File: config.mk
export PLATFORM = sky130hd
export DESIGN_NAME = cc_stopgo_reg
export DESIGN_NICKNAME = d
export VERILOG_FILES = /design/src/rtl/cc_stopgo_reg.sv
export SDC_FILE = /design/constraint.sdc
export NUM_CORES = 1
export LEC_CHECK = 0
export ABC_AREA = 1
export BUFFER_PORTS_ARGS = -buffer_cell sky130_fd_sc_hd__buf_2
export CAP_MARGIN = 40
export CORE_UTILIZATION = 35
export CTS_CLUSTER_DIAMETER = 150
export CTS_CLUSTER_SIZE = 40
export DETAILED_ROUTE_END_ITERATION = 16
export HOLD_SLACK_MARGIN = 0.08
export PLACE_DENSITY_LB_ADDON = 0.15
export SYNTH_ARGS = -nofsm -noshare
export SYNTH_HDL_FRONTEND = slang
export SYNTH_SLANG_ARGS = --single-unit
File: constraint.sdc
create_clock -name clk -period 1.15 [get_ports clk]
set_input_delay 0.1725 -clock clk [delete_from_list [all_inputs] [get_ports clk]]
set_output_delay 0.1725 -clock clk [all_outputs]
set_load 0.05 [all_outputs]
File: src/rtl/cc_stopgo_reg.sv
module cc_stopgo_reg #(
   parameter int unsigned LEN     = 19,
   parameter int unsigned VOTE    = 8,
   parameter logic [LEN-1:0] TAPS = '1
) (
   input  logic           clk,
   input  logic           rst_n,
   input  logic           load_i,
   input  logic [LEN-1:0] load_val_i,
   input  logic           step_i,
   output logic           vote_o,
   output logic           next_msb_o
);
   logic [LEN-1:0] r_q;
   logic           fb;

   if (LEN < 2) begin : g_bad_len
      $error("cc_stopgo_reg: LEN must be at least 2");
   end
   if (VOTE >= LEN) begin : g_bad_vote
      $error("cc_stopgo_reg: VOTE must lie inside the register");
   end
   if (TAPS[LEN-1] != 1'b1) begin : g_bad_taps
      $error("cc_stopgo_reg: the MSB must be a feedback tap");
   end

   assign fb         = ^(r_q & TAPS);
   assign vote_o     = r_q[VOTE];
   // the MSB that appears once this cycle's step (if any) is taken
   assign next_msb_o = step_i ? r_q[LEN-2] : r_q[LEN-1];

   always_ff @(posedge clk or negedge rst_n) begin
      if (!rst_n)      r_q <= '0;
      else if (load_i) r_q <= load_val_i;
      else if (step_i) r_q <= {r_q[LEN-2:0], fb};
   end

   // a load and a step never coincide
   assert_load_no_step_R2: assert property (@(posedge clk) disable iff (!rst_n)
      !(load_i && step_i));
endmodule

==> results.sh <==
export IMPL_timing_final_ws_setup_ns=-0.150
export IMPL_timing_max_slew_rel_slack_pct=63.7
export IMPL_drt_initial_drc_count=52
export IMPL_synth_simple_gate_area_share_pct=35.8
export IMPL_grt_antenna_before_repair=0
export IMPL_area_delta_synth_final_pct=48.6
export IMPL_layout_min_cycle_time_ns=1.30
export IMPL_design_core_area_sq_um=3420
export IMPL_ys_seq_elements=19
export IMPL_initial_core_utilization_pct=37.3
export IMPL_final_area_sq_um=1890
export IMPL_route_detailed_vias_per_inst=4.54
export IMPL_grt_pass1_vias=1304
export IMPL_seq_power_share_pct=39.6
export IMPL_post_synth_xor_area_fraction_pct=2.75
export IMPL_area_post_placement_sq_um=1580
export IMPL_diodes=0
export IMPL_timing_critical_path_from_type="flop"
export IMPL_worstRegToRegCells=12
export IMPL_arrival_ns=1.52
export IMPL_route_vias_total=1402
export IMPL_r2r_start="r_q[13]"
export IMPL_clock_sinks=19
export IMPL_power_frac_comb_pct=42.8
export IMPL_cts_tree="built"
export IMPL_nets=287
export IMPL_routed_wl_mm=3.15
export IMPL_cellPowerDensity_nw_per_um2=1090
export IMPL_global_route_track_usage_on_met2_pct=31.0
export IMPL_timing_clock_skew_ns=0.0170
export IMPL_routedWlPerCell_um=10.2
export IMPL_routing_usage_on_met3_pct=1.65
export IMPL_p_int_uw=1290
export IMPL_io_buffers=24
export IMPL_global_route_usage_met1_pct=23.3
export IMPL_grt_overflow_total=0
export IMPL_worstHoldPathType="in2reg"
export IMPL_regMostFlops="r_q"
export IMPL_critical_path_peak_fanout=5
export IMPL_crit_path_class="reg2reg"
export IMPL_global_route_wire_length_before_repair_mm=5.58
export IMPL_synthesis_yosys_warnings=0
export IMPL_cts_htree_levels=1
export IMPL_fmaxAchievable_mhz=769
export IMPL_rr_endpoint="r_q[0]"
export IMPL_top_level_ports=25
export IMPL_vdd_ir_drop_max_v=0.000774
export IMPL_grt_use_total_pct=18.1
export IMPL_p_leak_uw=0.00106
export IMPL_swShare_pct=37.6
export IMPL_synthDistinctLibCells=19
export IMPL_post_layout_nonfiller_instances=309
export IMPL_final_worst_path_cycle_share_pct=113
export IMPL_critPathRequiredTime_ns=1.37
export IMPL_synth_avg_cell_area_sq_um=6.50
export IMPL_mappedNetlistNets=219
export IMPL_hold_start="load_val_i[13]"
export IMPL_postRouteAntennaNets=0
export IMPL_global_route_peak_usage_layer="met2"
export IMPL_post_synth_inst_count=196
export IMPL_largest_reg_flops=19
export IMPL_violations="setup timing"
export IMPL_tightest_slew_ns=0.544
export IMPL_grt_start_max_net_pins=20
export IMPL_whs_path_depth=3
export IMPL_setup_repair_after_global_routing_missed_its_margin="yes"
export IMPL_clock_share_of_power_pct=17.6
export IMPL_synth_fa_ha_area_share_pct=0
export IMPL_clk_latency_ns=0.32
export IMPL_max_cap_viol_count=0
export IMPL_post_dp_hpwl_mm=2.19
export IMPL_synth_sequential_area_ratio_pct=37.3
export IMPL_dieWidth_um=62.3
export IMPL_drt_first_pass_iters=4
export IMPL_post_synth_mux_area_share_pct=0.884
export IMPL_outcome="complete, but fails checks"
export IMPL_clkTransAtPathRegs_ns=0.13
export IMPL_max_clock_path_buffers=2
export IMPL_placed_cells=281
export IMPL_synth_compound_area_share_pct=12.5
export IMPL_total_of_endpoints_with_negative_setup_slack_in_the_final_report=3
export IMPL_hold_end="r_q[13]"
export IMPL_largest_family_of_logic_cells_by_synthesized_area="simple AND/OR/NAND/NOR gates"
export IMPL_gp_routability_congestion=0.852
export IMPL_drive_above_1_share_pct=30.8
export IMPL_fin_max_slew_vios=0
export IMPL_synthesis_area_sq_um=1270
export IMPL_power_net_switching_uw=777
export IMPL_finalPower_uw=2070
export IMPL_worst_setup_end_kind="flop"
export IMPL_cts_inserted_buffers=3
export IMPL_die_span_in_y_um=62.3
export IMPL_die_area_sq_um=3880
export IMPL_final_hold_viol_count=0
export IMPL_row_count=21
export IMPL_r2r_setup_slack_ns=-0.15
export IMPL_drc=0
export IMPL_cts_root_buf="clkbuf_4"
export IMPL_filler_cells_inserted=352
export IMPL_registers_with_the_most_flip_flops="r_q x19"
## cells by family after synthesis
kind of cell              after synthesis
DFF                                    19
and+or+nand+nor                       117
muxes                                   1
AOI/OAI and AO/OA                      19
xor gates and xnor gates                4
buffers and inverters                  36
## critical path, stage by stage, from the launching register on
cell	delay, ns
dfrtp_2	0.46
nand2_1	0.09
inv_1	0.05
nor2_2	0.09
nand2_1	0.06
nand2_1	0.08
nand2_1	0.06
nand2_1	0.08
nand2_2	0.05
nand2_1	0.05
nand2_1	0.04
nand3_1	0.06
nand2_1	0.05
## stage by stage
step	util, %	hold slack, ns	setup WS (ns)	setup TNS (ns)
global route	55.4	0.103	-0.372	-0.628
floorplan	-	-0.123	-0.185	-0.185
finish	55.4	0.0903	-0.150	-0.362
global placement	46.3	0.153	-0.159	-0.159
CTS	53.3	0.0977	-0.167	-0.306
detailed placement	46.3	0.148	-0.157	-0.157
## timing repair
action                                 CTS  global route
pin swaps                                7             7
endpoints found under the hold margin   35             0
gates resized for setup                  9            14
hold buffers                            17             0
setup endpoints to repair                3             2
buffers inserted                         3             4
## worst max path at each step
stage,start,endpoint
after floorplan,r_q[8],r_q[0]
after global placement,r_q[10],r_q[0]
after detailed placement,r_q[10],r_q[0]
after CTS,r_q[11],r_q[0]
after global routing,r_q[2],r_q[0]
final,r_q[13],r_q[0]
## synth_stat cells
library cell,instances,area [sq um]
nand2_1,97,364
clkbuf_1,1,3.75
nor2_1,11,41.3
o221ai_1,15,131
buf_2,2,10.0
dfrtp_1,19,475
o211ai_1,1,7.51
a22oi_1,2,15.0
nor2_2,1,6.26
clkinv_1,1,3.75
o21ai_0,1,5.00
inv_2,3,11.3
inv_1,28,105
nand3_1,5,25.0
mux2_2,1,11.3
buf_1,1,3.75
nand2_2,3,18.8
xnor2_1,2,17.5
xor2_1,2,17.5
## cell usage in the layout, fill, tap and decap left out
cell	netlist	final
o221ai_2	0	1
nand2_4	0	2
nand2_2	3	8
dlygate4sd3_1	0	17
xor2_1	2	2
buf_4	0	26
mux2_2	1	1
nand3_1	5	4
nand2_1	97	90
o21ai_0	1	1
buf_6	0	1
o211ai_1	1	1
buf_2	2	22
clkinv_1	1	1
a22oi_1	2	2
inv_1	28	24
xnor2_1	2	2
o221ai_1	15	14
inv_2	3	7
dfrtp_2	0	3
buf_8	0	1
nor2_2	1	4
dfrtp_1	19	16
nand3_2	0	1
nor2_1	11	8
clkinv_2	0	1
clkbuf_4	0	3
## power by group through the flow
stage / clock network (uW) / logic (uW) / registers, uW
2_1_floorplan: 0 / 501 / 825
3_3_place_gp: 0 / 749 / 827
3_5_place_dp: 0 / 750 / 826
4_1_cts: 369 / 833 / 813
5_1_grt: 389 / 1020 / 830
6_report: 364 / 885 / 818
## cell type report
cell class	count	area (sq um)	area share, %
clock buffer	3	22.5	1.19
clock inverter	1	5.00	0.264
inverter	32	120	6.34
multi-input combinational	141	707	37.3
sequential	19	479	25.3
tap	46	57.6	3.04
timing repair buffer	67	502	26.5
## layer usage
layer / vias to the layer above / routed length (um)
met3: 5 / 50
li1: 752 / -
met1: 629 / 1470
met5: - / 0
met4: 0 / 56
met2: 16 / 1570
Power figures use the tool's default switching activity.
